**src/rtl/mwait_pkg.sv**
```systemverilog
package mwait_pkg;
    typedef enum logic [1:0] {
        PH_IDLE = 2'd0,
        PH_T1   = 2'd1,
        PH_T2   = 2'd2,
        PH_T3   = 2'd3
    } phase_e;
endpackage

```
**src/rtl/mwait_regs.sv**
```systemverilog
// Two configuration registers with a write port and a combinational read mux.
module mwait_regs #(
    parameter int              ADDR_W   = 8,
    parameter int              CFG_W    = 8,
    parameter logic [ADDR_W-1:0] ADDR_A = 8'h0A,
    parameter logic [ADDR_W-1:0] ADDR_B = 8'h0B,
    parameter logic [CFG_W-1:0]  RST_VAL = '1
) (
    input  logic              clk,
    input  logic              rst_n,
    input  logic [ADDR_W-1:0] reg_addr,
    input  logic              reg_we,
    input  logic [CFG_W-1:0]  reg_wdata,
    output logic [CFG_W-1:0]  reg_rdata,
    output logic [CFG_W-1:0]  cfg_a,
    output logic [CFG_W-1:0]  cfg_b
);
    localparam int NREG = 2;
    localparam logic [NREG-1:0][ADDR_W-1:0] REG_ADDR = {ADDR_B, ADDR_A};

    typedef struct packed {
        logic [NREG-1:0][CFG_W-1:0] cfg;
    } regs_t;

    regs_t r_d, r_q;

    always_comb begin
        r_d = r_q;
        for (int i = 0; i < NREG; i++) begin
            if (reg_we && (reg_addr == REG_ADDR[i])) begin
                r_d.cfg[i] = reg_wdata;
            end
        end
    end

    always_ff @(posedge clk) begin
        if (!rst_n) begin
            r_q.cfg <= {NREG{RST_VAL}};
        end else begin
            r_q <= r_d;
        end
    end

    always_comb begin
        reg_rdata = '0;
        for (int i = 0; i < NREG; i++) begin
            if (reg_addr == REG_ADDR[i]) begin
                reg_rdata = r_q.cfg[i];
            end
        end
    end

    assign cfg_a = r_q.cfg[0];
    assign cfg_b = r_q.cfg[1];
endmodule

```
**src/rtl/mwait_sel.sv**
```systemverilog
// Picks the governing register from sub-area and chip-select scheme.
module mwait_sel #(
    parameter int CFG_W = 8
) (
    input  logic [CFG_W-1:0] cfg_a,
    input  logic [CFG_W-1:0] cfg_b,
    input  logic             req_area,
    input  logic             cs_scheme,
    output logic [CFG_W-1:0] cfg_sel
);
    always_comb begin
        if (!cs_scheme && req_area) begin
            cfg_sel = cfg_b;
        end else begin
            cfg_sel = cfg_a;
        end
    end
endmodule

```
**src/rtl/mwait_seq.sv**
```systemverilog
// Phase sequencer: T1, T2, T3, each followed by its captured wait count.
module mwait_seq
    import mwait_pkg::*;
#(
    parameter int T1_W = 3,
    parameter int T2_W = 2,
    parameter int T3_W = 3
) (
    input  logic                       clk,
    input  logic                       rst_n,
    input  logic [T1_W+T2_W+T3_W-1:0]  cfg,
    input  logic                       req,
    output logic [1:0]                 phase,
    output logic                       wait_st,
    output logic                       done,
    output logic                       busy
);
    localparam int CFG_W  = T1_W + T2_W + T3_W;
    localparam int W12    = (T1_W > T2_W) ? T1_W : T2_W;
    localparam int CNT_W  = (W12 > T3_W) ? W12 : T3_W;

    typedef struct packed {
        phase_e            ph;
        logic [CNT_W-1:0]  cnt;
        logic [T2_W-1:0]   t2;
        logic [T3_W-1:0]   t3;
        logic              wt;
    } seq_t;

    seq_t s_d, s_q;

    logic [T1_W-1:0] f_t1;
    logic [T2_W-1:0] f_t2;
    logic [T3_W-1:0] f_t3;

    assign f_t1 = cfg[CFG_W-1 -: T1_W];
    assign f_t2 = cfg[T3_W +: T2_W];
    assign f_t3 = cfg[0 +: T3_W];

    always_comb begin
        s_d = s_q;
        unique case (s_q.ph)
            PH_IDLE: begin
                s_d.wt = 1'b0;
                if (req) begin
                    s_d.ph  = PH_T1;
                    s_d.cnt = CNT_W'(f_t1);
                    s_d.t2  = f_t2;
                    s_d.t3  = f_t3;
                end
            end
            default: begin
                if (s_q.cnt != '0) begin
                    s_d.cnt = s_q.cnt - 1'b1;
                    s_d.wt  = 1'b1;
                end else begin
                    s_d.wt = 1'b0;
                    unique case (s_q.ph)
                        PH_T1: begin
                            s_d.ph  = PH_T2;
                            s_d.cnt = CNT_W'(s_q.t2);
                        end
                        PH_T2: begin
                            s_d.ph  = PH_T3;
                            s_d.cnt = CNT_W'(s_q.t3);
                        end
                        default: begin
                            s_d.ph  = PH_IDLE;
                            s_d.cnt = '0;
                        end
                    endcase
                end
            end
        endcase
    end

    always_ff @(posedge clk) begin
        if (!rst_n) begin
            s_q <= '{ph: PH_IDLE, cnt: '0, t2: '0, t3: '0, wt: 1'b0};
        end else begin
            s_q <= s_d;
        end
    end

    assign phase   = s_q.ph;
    assign wait_st = s_q.wt;
    assign busy    = (s_q.ph != PH_IDLE);
    assign done    = (s_q.ph == PH_T3) && (s_q.cnt == '0);
endmodule

```
**src/rtl/mwait_gen.sv**
```systemverilog
module mwait_gen #(
    parameter int              ADDR_W = 8,
    parameter int              T1_W   = 3,
    parameter int              T2_W   = 2,
    parameter int              T3_W   = 3,
    parameter logic [ADDR_W-1:0] ADDR_A = 8'h0A,
    parameter logic [ADDR_W-1:0] ADDR_B = 8'h0B
) (
    input  logic                       clk,
    input  logic                       rst_n,
    input  logic [ADDR_W-1:0]          reg_addr,
    input  logic                       reg_we,
    input  logic [T1_W+T2_W+T3_W-1:0]  reg_wdata,
    output logic [T1_W+T2_W+T3_W-1:0]  reg_rdata,
    input  logic                       req,
    input  logic                       req_area,
    input  logic                       cs_scheme,
    output logic                       busy,
    output logic [1:0]                 phase,
    output logic                       wait_st,
    output logic                       done
);
    localparam int CFG_W = T1_W + T2_W + T3_W;

    logic [CFG_W-1:0] cfg_a, cfg_b, cfg_sel;

    mwait_regs #(
        .ADDR_W (ADDR_W),
        .CFG_W  (CFG_W),
        .ADDR_A (ADDR_A),
        .ADDR_B (ADDR_B),
        .RST_VAL({CFG_W{1'b1}})
    ) u_regs (
        .clk      (clk),
        .rst_n    (rst_n),
        .reg_addr (reg_addr),
        .reg_we   (reg_we),
        .reg_wdata(reg_wdata),
        .reg_rdata(reg_rdata),
        .cfg_a    (cfg_a),
        .cfg_b    (cfg_b)
    );

    mwait_sel #(.CFG_W(CFG_W)) u_sel (
        .cfg_a    (cfg_a),
        .cfg_b    (cfg_b),
        .req_area (req_area),
        .cs_scheme(cs_scheme),
        .cfg_sel  (cfg_sel)
    );

    mwait_seq #(.T1_W(T1_W), .T2_W(T2_W), .T3_W(T3_W)) u_seq (
        .clk    (clk),
        .rst_n  (rst_n),
        .cfg    (cfg_sel),
        .req    (req),
        .phase  (phase),
        .wait_st(wait_st),
        .done   (done),
        .busy   (busy)
    );
endmodule

```
**config.mk**
```make
export PLATFORM = sky130hd
export DESIGN_NAME = mwait_gen
export DESIGN_NICKNAME = d
export VERILOG_FILES = /design/src/rtl/mwait_pkg.sv /design/src/rtl/mwait_regs.sv /design/src/rtl/mwait_sel.sv /design/src/rtl/mwait_seq.sv /design/src/rtl/mwait_gen.sv
export SDC_FILE = /design/constraint.sdc
export NUM_CORES = 1
export LEC_CHECK = 0
export BUFFER_PORTS_ARGS = -buffer_cell sky130_fd_sc_hd__buf_2
export CELL_PAD_IN_SITES_DETAIL_PLACEMENT = 1
export CELL_PAD_IN_SITES_GLOBAL_PLACEMENT = 1
export CORE_MARGIN = 1
export CORE_UTILIZATION = 39
export CTS_BUF_LIST = sky130_fd_sc_hd__clkbuf_16
export CTS_CLUSTER_DIAMETER = 100
export DETAILED_ROUTE_END_ITERATION = 10
export PLACE_DENSITY = 0.82
export SKIP_LAST_GASP = 1
export SLEW_MARGIN = 30
export SYNTH_ARGS = -nofsm -noshare
export SYNTH_HDL_FRONTEND = slang
export SYNTH_SLANG_ARGS = --single-unit
```
**constraint.sdc**
```tcl
create_clock -name clk -period 1.9 [get_ports clk]
set_input_delay 0.475 -clock clk [delete_from_list [all_inputs] [get_ports clk]]
set_output_delay 0.475 -clock clk [all_outputs]
set_load 0.02 [all_outputs]
```
==> results.json, run 1 <==
{
  "fin_crit_ns": 1.87,
  "slew_viol_final": 0,
  "dr.first_iter.drc_count": 66,
  "hold_class": "in -> reg",
  "cts_tree": "done",
  "fin_util_pct": 52.1,
  "yosysWarnings": 0,
  "synth_edf_count": 0,
  "final_common_cell": "nor2_1",
  "wirelength_um": 3790,
  "skew_ns": 0.00361,
  "num_rows": 21,
  "cts_buffer_depth": 2,
  "ys_ff_latch": 27,
  "crit_type": "reg -> out",
  "crit_path_start_kind": "flip-flop",
  "grtUsageTotal_pct": 19.9,
  "syn2layout_area_growth_pct": 23.6,
  "combPwrFrac_pct": 38.5,
  "cp_max_fo": 4,
  "postCtsHoldBufs": 0,
  "crit_required_ns": 1.42,
  "setup_viol": 0,
  "synth_area_um2": 1450,
  "cts_sinks": 27,
  "synth.avg_cell_area_um2": 8.95,
  "avgViaCountPerCell": 5.16,
  "io_pins": 35,
  "portBuffers": 34,
  "n_antenna_cell": 0,
  "outcome": "finished clean",
  "wl_per_cell_um": 15.5,
  "core_um2": 3440,
  "max-slew-margin-rel_pct": 76.5,
  "total_power_mw": 1.96,
  "grt_pass1_vias": 1324,
  "worstSkewPairLatency_ns": 0.26,
  "route.vias.total": 1259,
  "die-width_um": 63.0,
  "cellLeakagePower_nw": 0.842,
  "fillers": 424,
  "drive_above_1_share_pct": 26.8,
  "grt_pass1_wl_um": 6220,
  "synth_cells": 162,
  "max_freq_mhz": 535,
  "ys.flop_type": "dfxtp_1",
  "powerDensity_nw_per_um2": 1090,
  "synth_seq_area_share_pct": 37.3,
  "grt_overflow": 0,
  "syn_nets": 191,
  "drv_cap": 0,
  "numCtsBuffers": 3,
  "ys_async_sr_fraction_pct": 0,
  "dp_hpwl_um": 2820,
  "route.detailed.drc": 0,
  "synth_cell_type_count": 30,
  "postRouteAntennaNets": 0,
  "switching_share_pct": 36.4,
  "die_h_um": 63.0,
  "period_share_pct": 98.4,
  "cts_root_buf": "clkbuf_16",
  "grt_start_max_net_pins": 34,
  "layout_common_cells": "nor2_1 (40), buf_2 (34), mux2i_1 (32)",
  "switching_power_mw": 0.712,
  "htreeDepth": 1,
  "drt-pass1-iter-count": 4,
  "clkPwrFrac_pct": 24.2,
  "critPathCaptureType": "output pin",
  "gp_congestion": 0.799,
  "dieArea_um2": 3970,
  "intPower_mw": 1.24,
  "worst_slew_pin_slew_ns": 0.349,
  "rsz0062_at_grt": "yes",
  "start_util_pct": 42.1,
  "seqPwrFrac_pct": 37.3,
  "grt_antenna_before_repair": 0,
  "worstPathArrival_ns": 1.40,
  "nNetsFinal": 228,
  "peakVddDrop_mv": 0.333,
  "path_clk_slew_ns": 0.07,
  "hold_viol_final": 0
}
[flip-flops by register name, indices dropped and copies added (netlist names)]
register       flops
u_seq.s_q          8
u_regs.cfg_a       8
u_seq.wait_st      1
u_regs.cfg_b       8
u_seq.phase        2
[routing by layer]
metal  global-route usage [%]  share of wire (%)  vias to the layer above
met5                        0                  0                        -
met1                     22.5                 43                      602
met3                     2.55                2.5                        4
met4                     5.23               0.66                        0
met2                     38.2                 54                       24
li1                         -                  -                      629
[cells by family after synthesis]
family	after synthesis	share of synthesized area (%)
and+or+nand+nor	62	20.4
muxes	33	22.9
DFF	27	37.3
buffers and inverters	17	5.61
AOI/OAI and AO/OA	16	7.85
adders and majority gates	7	6.04
[what timing repair did]
| item | CTS | global route |
|---|---|---|
| pin swaps | 0 | 1 |
| gates cloned | 0 | 1 |
| resized for setup | 1 | 3 |
| endpoints found under the setup margin | 1 | 6 |
| endpoints found under the hold margin | 0 | 0 |
| setup buffers | 0 | 1 |
[path summary, 6_finish.rpt]
| path | start | to | slack, ns | cells after the start |
|---|---|---|---|---|
| setup / recovery | u_seq.s_q[6]$_SDFFE_PN0P_ | done | 0.03 | 5 |
| setup reg to reg | u_seq.phase[0]$_SDFFE_PN0P_ | u_seq.s_q[6]$_SDFFE_PN0P_ | 0.29 | 5 |
| hold reg to reg | u_seq.s_q[1]$_SDFFE_PN0P_ | u_seq.s_q[1]$_SDFFE_PN0P_ | 0.50 | 2 |
| hold / removal | reg_wdata[6] | u_regs.cfg_a[6]$_SDFFE_PN1P_ | 0.48 | 3 |
[cells in the mapped netlist (2+ instances only)]
master    instances  share of area [%]
clkbuf_1          5                1.3
a211oi_1          5                2.6
nor2_2            2               0.86
nor2_1           40                 10
nand2_1           4                1.0
mux2i_1          32                 22
and2_1            2               0.86
a22oi_1           2                1.0
nor3_1            4                1.4
o21ai_0           3                1.0
nor2b_1           4                1.7
ha_1              7                6.0
inv_1             6                1.6
buf_4             2                1.0
dfxtp_1          27                 37
a21oi_1           2               0.69
buf_2             2               0.69
[metrics by stage]
stage	setup slack [ns]	std cells	hold slack (ns)	TNS (ns)	cell area, µm²
2_1_floorplan	0.218	162	0.478	0	1450
3_3_place_gp	0.0526	238	0.491	0	1680
3_5_place_dp	-0.0144	238	0.495	-0.0764	1680
4_1_cts	0.000390	242	0.485	0	1760
5_1_grt	-0.0139	244	0.499	-0.0339	1790
6_report	0.0297	244	0.483	0	1790
[area by class of cell]
class                           instances  area [µm²]  area share (%)
Sequential cell                        27         541            30.1
Tap cell                               46        57.6            3.21
Multi-Input combinational cell        119         855            47.7
Inverter                                7        26.3            1.47
Clock inverter                          1        3.75           0.209
Clock buffer                            3        75.1            4.19
Timing Repair Buffer                   41         235            13.1
[power groups by stage]
stage | Sequential (mW) | Combinational [mW] | Clock, mW
2_1_floorplan | 0.729 | 0.562 | 0
3_3_place_gp | 0.731 | 0.687 | 0
3_5_place_dp | 0.741 | 0.729 | 0
4_1_cts | 0.728 | 0.738 | 0.486
5_1_grt | 0.741 | 0.855 | 0.516
6_report | 0.729 | 0.753 | 0.474
[worst max-delay path: stages, from the launching register on]
cell and delay [ns]:
dfxtp_1 0.37, inv_1 0.09, ha_2 0.21, nor2b_2 0.17, and2_1 0.15, buf_2 0.15
Note: power is estimated with default switching activity, not from simulation.
==> run 2: changes to the inputs <==
--- a/config.mk
+++ b/config.mk
@@ -13,6 +13,7 @@
 export CTS_BUF_LIST = sky130_fd_sc_hd__clkbuf_16
 export CTS_CLUSTER_DIAMETER = 100
 export DETAILED_ROUTE_END_ITERATION = 10
+export GPL_TIMING_DRIVEN = 0
 export PLACE_DENSITY = 0.82
 export SKIP_LAST_GASP = 1
 export SLEW_MARGIN = 30
==> results.json, run 2 (same netlist as run 1, synthesis figures left out) <==
{
  "intPower_mw": 1.28,
  "crit_chain": "buf_2 > nor3_4 > nand4_4 > nor2_1 > buf_2",
  "cts_tree": "done",
  "peakVddDrop_mv": 0.393,
  "avgViaCountPerCell": 5.07,
  "min-delay-start": "reg_wdata[7]",
  "regToRegSetupSlack_ns": 0.20,
  "grt_antenna_before_repair": 0,
  "grt_overflow": 0,
  "die-width_um": 63.0,
  "numCtsBuffers": 3,
  "nNetsFinal": 230,
  "num_rows": 21,
  "core_um2": 3440,
  "worst_slew_pin_slew_ns": 0.544,
  "min_path_cells": 3,
  "total_power_mw": 2.02,
  "crit_path_start_kind": "primary input",
  "max-slew-margin-rel_pct": 63.7,
  "switching_share_pct": 36.6,
  "whs_ns": 0.475,
  "seqPwrFrac_pct": 36.3,
  "start_util_pct": 42.1,
  "cp_slowest_cell": "nor3_4",
  "die_h_um": 63.0,
  "critPathCaptureType": "output pin",
  "crit_path_frequent_cell": "buf_2",
  "fin_crit_ns": 1.91,
  "rr_worst_depth": 6,
  "dr.first_iter.drc_count": 65,
  "postRouteAntennaNets": 0,
  "cts_root_buf": "clkbuf_16",
  "grt_pass1_vias": 1390,
  "crit_type": "in -> out",
  "grtUsageTotal_pct": 20.9,
  "hold_class": "in -> reg",
  "cts_buffer_depth": 2,
  "clkPwrFrac_pct": 23.5,
  "worst_r2r_endpoint": "u_seq.s_q[5]$_SDFFE_PN0P_",
  "cp_max_fo": 5,
  "slew_viol_final": 0,
  "final_common_cell": "nor2_1",
  "cellLeakagePower_nw": 0.842,
  "htreeDepth": 1,
  "skew_ns": 0.00305,
  "drv_cap": 0,
  "fin_util_pct": 52.1,
  "combPwrFrac_pct": 40.2,
  "min_to": "u_regs.cfg_a[7]$_SDFFE_PN1P_",
  "layout_common_cells": "nor2_1 (40), buf_2 (35), mux2i_1 (32)",
  "hold_viol_final": 0,
  "wirelength_um": 3860,
  "outcome": "finished, violations left",
  "worstSkewPairLatency_ns": 0.26,
  "path_clk_slew_ns": 0.07,
  "max_stage_delay_ns": 0.31,
  "drt-pass1-iter-count": 4,
  "drive_above_1_share_pct": 25.5,
  "wl_per_cell_um": 15.7,
  "portBuffers": 33,
  "syn2layout_area_growth_pct": 23.7,
  "cts_sinks": 27,
  "route.detailed.drc": 0,
  "dp_hpwl_um": 2740,
  "max_freq_mhz": 524,
  "route.vias.total": 1246,
  "crit_required_ns": 1.42,
  "switching_power_mw": 0.739,
  "n_antenna_cell": 0,
  "io_pins": 35,
  "rsz0062_at_grt": "yes",
  "worstPathArrival_ns": 1.43,
  "setup_tns_ns": -0.0131,
  "dieArea_um2": 3970,
  "pre_cts_ws_ns": -0.0789,
  "r2r_start": "u_seq.phase[0]$_SDFFE_PN0P_",
  "gp_congestion": 0.852,
  "setup_ws_ns": -0.00975,
  "powerDensity_nw_per_um2": 1130,
  "violations": "setup timing",
  "grt_pass1_wl_um": 6350,
  "setup_viol": 2,
  "period_share_pct": 101,
  "grt_start_max_net_pins": 16
}
-- run 2: cell count changes in the layout (fill, tap and decap cells not counted) --
cell / previous run / this run
inv_1: 7 / 6
nor2b_2: 1 / 0
nand4_4: 1 / 2
buf_12: 1 / 0
ha_2: 2 / 1
nor2b_4: 0 / 1
clkbuf_1: 0 / 4
ha_1: 5 / 6
clkinv_2: 0 / 1
nand4_2: 1 / 0
buf_4: 6 / 3
buf_2: 34 / 35
buf_6: 0 / 1
-- run 2: stage by stage --
stage	cell area, µm²	cells
finish	1790	246
CTS	1770	245
floorplan	1450	162
global route	1790	246
global placement	1670	241
detailed placement	1670	241
-- run 2: timing repair --
item,CTS,global route
buffers inserted,0,1
gates resized for setup,2,3
pin swaps,1,2
gates cloned,1,0
setup endpoints to repair,12,10
hold buffers,0,0
-- run 2: metal layers --
layer  part of all wire (%)  vias up  wire [µm]  track usage (%)
met5                      0        -          0                0
met4                   0.85        0         33             7.85
met3                    3.3        4        126             3.83
met2                     52       26       2010             38.4
met1                     44      585       1690             23.4
li1                       -      631          -                -
-- run 2: worst max-delay path, delay by kind of cell --
family	cells	cell delay, ns
AND/OR/NAND/NOR	3	0.66
buffers and inverters	2	0.30
-- run 2: worst max-delay path by stage --
stage	startpoint	endpoint	slack, ns	cells past startpoint
detailed placement	reg_addr[5]	u_regs.cfg_b[0]$_SDFFE_PN1P_	-0.08	5
finish	reg_addr[7]	reg_rdata[1]	-0.01	5
CTS	u_seq.s_q[6]$_SDFFE_PN0P_	done	-0.005	5
global route	u_seq.s_q[6]$_SDFFE_PN0P_	done	-0.05	5
global placement	reg_addr[5]	u_regs.cfg_b[1]$_SDFFE_PN1P_	0.03	5
floorplan	reg_addr[5]	reg_rdata[0]	0.22	3
-- run 2: power by group through the flow --
stage | sequential (mW) | combinational (mW) | clock, mW
6_report | 0.732 | 0.812 | 0.475
3_3_place_gp | 0.732 | 0.725 | 0
2_1_floorplan | 0.729 | 0.562 | 0
5_1_grt | 0.749 | 0.905 | 0.521
4_1_cts | 0.731 | 0.788 | 0.483
3_5_place_dp | 0.742 | 0.779 | 0
-- run 2: final cells by class --
type / instances / area, µm²
Fill cell: 429 / 1650
Multi-Input combinational cell: 119 / 866
Sequential cell: 27 / 541
Timing Repair Buffer: 34 / 173
Clock buffer: 3 / 75.1
Tap cell: 46 / 57.6
Buffer: 9 / 51.3
Inverter: 7 / 26.3
Clock inverter: 1 / 5.00
==> run 3: changes to the inputs <==
--- a/config.mk
+++ b/config.mk
@@ -9,7 +9,7 @@
 export CELL_PAD_IN_SITES_DETAIL_PLACEMENT = 1
 export CELL_PAD_IN_SITES_GLOBAL_PLACEMENT = 1
 export CORE_MARGIN = 1
-export CORE_UTILIZATION = 39
+export CORE_UTILIZATION = 41
 export CTS_BUF_LIST = sky130_fd_sc_hd__clkbuf_16
 export CTS_CLUSTER_DIAMETER = 100
 export DETAILED_ROUTE_END_ITERATION = 10
@@ -19,4 +19,5 @@
 export SLEW_MARGIN = 30
 export SYNTH_ARGS = -nofsm -noshare
 export SYNTH_HDL_FRONTEND = slang
+export SYNTH_HIERARCHICAL = 1
 export SYNTH_SLANG_ARGS = --single-unit
==> results.json, run 3 <==
{
  "cts_root_buf": "clkbuf_16",
  "dr.first_iter.drc_count": 21,
  "use_met2_pct": 39.2,
  "skew_ns": 0.00266,
  "syn_nets": 192,
  "syn2layout_area_growth_pct": 20.7,
  "drive_above_1_share_pct": 34.5,
  "layout_common_cells": "buf_2 (34), nor2b_1 (26), mux2i_1 (25)",
  "yosys.area.top_type": "dfxtp_1",
  "worstPathArrival_ns": 1.40,
  "synth_edf_count": 0,
  "seqPwrFrac_pct": 36.1,
  "rsz0062_at_grt": "yes",
  "switching_share_pct": 35.2,
  "crit_path_start_kind": "flip-flop",
  "crit_family": "buffers and inverters",
  "dp_hpwl_um": 2990,
  "io_pins": 35,
  "worstSkewPairLatency_ns": 0.26,
  "cts_buffer_depth": 2,
  "path_clk_slew_ns": 0.07,
  "synth_common_cells": "dfxtp_1 (27), nor2b_1 (26), mux2i_1 (25)",
  "powerDensity_nw_per_um2": 1040,
  "period_share_pct": 98.6,
  "top_usage_layer": "met2",
  "max-slew-margin-rel_pct": 73.7,
  "cts_sinks": 27,
  "drv_cap": 0,
  "synth.avg_cell_area_um2": 10.1,
  "grtUsageTotal_pct": 20.6,
  "route.vias.total": 1288,
  "numCtsBuffers": 3,
  "nNetsFinal": 230,
  "synth_area_um2": 1640,
  "setup_tns_ns": 0,
  "crit_chain": "inv_1 > ha_1 > buf_6 > clkinvlp_4 > buf_2",
  "synth_cells": 163,
  "grt_overflow": 0,
  "grt_use_met3_pct": 3.47,
  "num_rows": 22,
  "portBuffers": 32,
  "drt-pass1-iter-count": 4,
  "final_common_cell": "buf_2",
  "critPathCaptureType": "output pin",
  "wirelength_um": 3960,
  "hold_viol_final": 0,
  "avgViaCountPerCell": 5.19,
  "grt_pass1_vias": 1424,
  "wl_per_cell_um": 16.0,
  "core_um2": 3740,
  "cp_slowest_cell": "dfxtp_2",
  "setup_viol": 0,
  "grt_pass1_wl_um": 6540,
  "worst_slew_pin_slew_ns": 0.395,
  "n_antenna_cell": 0,
  "ys_async_sr_fraction_pct": 0,
  "slew_viol_final": 0,
  "postRouteAntennaNets": 0,
  "gp_congestion": 0.757,
  "dieArea_um2": 4250,
  "route.detailed.drc": 0,
  "ys.flop_type": "dfxtp_1",
  "fin_crit_ns": 1.87,
  "crit_required_ns": 1.42,
  "ys_ff_latch": 27,
  "outcome": "finished clean",
  "die-width_um": 65.2,
  "cts_tree": "done",
  "fillers": 468,
  "crit_type": "reg -> out",
  "combPwrFrac_pct": 40.6,
  "cp_max_fo": 10,
  "grt_start_max_net_pins": 15,
  "start_util_pct": 43.8,
  "yosysMostFrequentCell": "dfxtp_1",
  "grt_antenna_before_repair": 0,
  "yosysWarnings": 6,
  "whs_ns": 0.468,
  "clkPwrFrac_pct": 23.3,
  "grtUsageMet1_pct": 21.6,
  "synth.top_cell.area_share_pct": 33.0,
  "max_stage_delay_ns": 0.35,
  "synth_seq_area_share_pct": 33.0,
  "die_h_um": 65.2,
  "cellLeakagePower_nw": 1.02,
  "synth_cell_type_count": 30,
  "max_freq_mhz": 534,
  "hold_class": "reg -> reg",
  "htreeDepth": 1,
  "switching_power_mw": 0.721,
  "synthTopCellsByArea": "dfxtp_1 (33%), mux2i_1 (15%), mux2_4 (10%)",
  "peakVddDrop_mv": 0.417,
  "intPower_mw": 1.33,
  "critPathBufInv": 4
}
## run 3: changes by cell type in the layout (fill, tap and decap cells not counted), sizes merged, moves of 4 or more
cell and delta:
nor3 -4, nand2 +7, nor2 -34, a211oi -5, mux2i -7, nand3 +8, a21boi +6, nor2b +23
mux2 +10
## run 3: layer usage
layer,vias up,wire length (µm)
met4,0,100
met2,26,2110
met5,-,0
li1,628,-
met1,625,1640
met3,9,110
## run 3: cell type report
| type | count | area (µm²) | share of cell area [%] |
|---|---|---|---|
| flip-flops and latches | 27 | 544 | 27.5 |
| well taps | 48 | 60.1 | 3.04 |
| multi-input cells | 120 | 1020 | 51.7 |
| repair buffers | 33 | 168 | 8.48 |
| clock buffers | 3 | 75.1 | 3.80 |
| inverters | 6 | 26.3 | 1.33 |
| plain buffers | 10 | 77.6 | 3.92 |
| clock inverters | 1 | 3.75 | 0.190 |
## run 3: cells by family after synthesis
logic type | after synthesis | share of synthesized area (%)
and+or+nand+nor | 62 | 23.0
muxes | 36 | 25.3
adders and majority gates | 7 | 5.34
AOI/OAI and AO/OA | 15 | 7.25
DFF | 27 | 33.0
buffers and inverters | 16 | 6.11
## run 3: tightest hold or removal path: stages (launching register included)
cell	delay, ns
dfxtp_1	0.31
nand2_1	0.05
a21boi_0	0.06
## run 3: worst paths after layout
path,startpoint,endpoint,slack (ns),cells past startpoint
worst max-delay path,u_seq/phase[1]$_SDFFE_PN0P_,busy,0.03,5
worst min-delay path,u_seq/s_q[1]$_SDFFE_PN0P_,u_seq/s_q[1]$_SDFFE_PN0P_,0.47,2
worst max register to register,u_seq/phase[1]$_SDFFE_PN0P_,u_seq/phase[1]$_SDFFE_PN0P_,0.53,6
worst min register to register,u_seq/s_q[1]$_SDFFE_PN0P_,u_seq/s_q[1]$_SDFFE_PN0P_,0.47,2
## run 3: power by group through the flow
stage               clock network, mW  logic [mW]  registers (mW)
floorplan                           0       0.565           0.727
global placement                    0       0.720           0.731
detailed placement                  0       0.765           0.740
CTS                             0.493       0.799           0.736
global route                    0.511       0.919           0.752
finish                          0.477       0.832           0.739
## run 3: per-stage QoR
step | setup slack (ns) | std cells | total power, mW | utilization (%) | cell area (µm²)
after floorplan | 0.140 | 163 | 1.29 | - | 1640
after global placement | -0.0838 | 243 | 1.45 | 49.7 | 1860
after detailed placement | -0.0865 | 243 | 1.50 | 49.7 | 1860
after CTS | -0.0484 | 247 | 2.03 | 52.1 | 1950
after global routing | -0.0350 | 248 | 2.18 | 52.8 | 1980
final | 0.0272 | 248 | 2.05 | 52.8 | 1980
## run 3: what timing repair did
item                                    4_1_cts  5_1_grt
resized for setup                             5        5
endpoints found under the setup margin       10        8
buffers inserted                              0        1
gates cloned                                  0        0
hold buffers                                  0        0
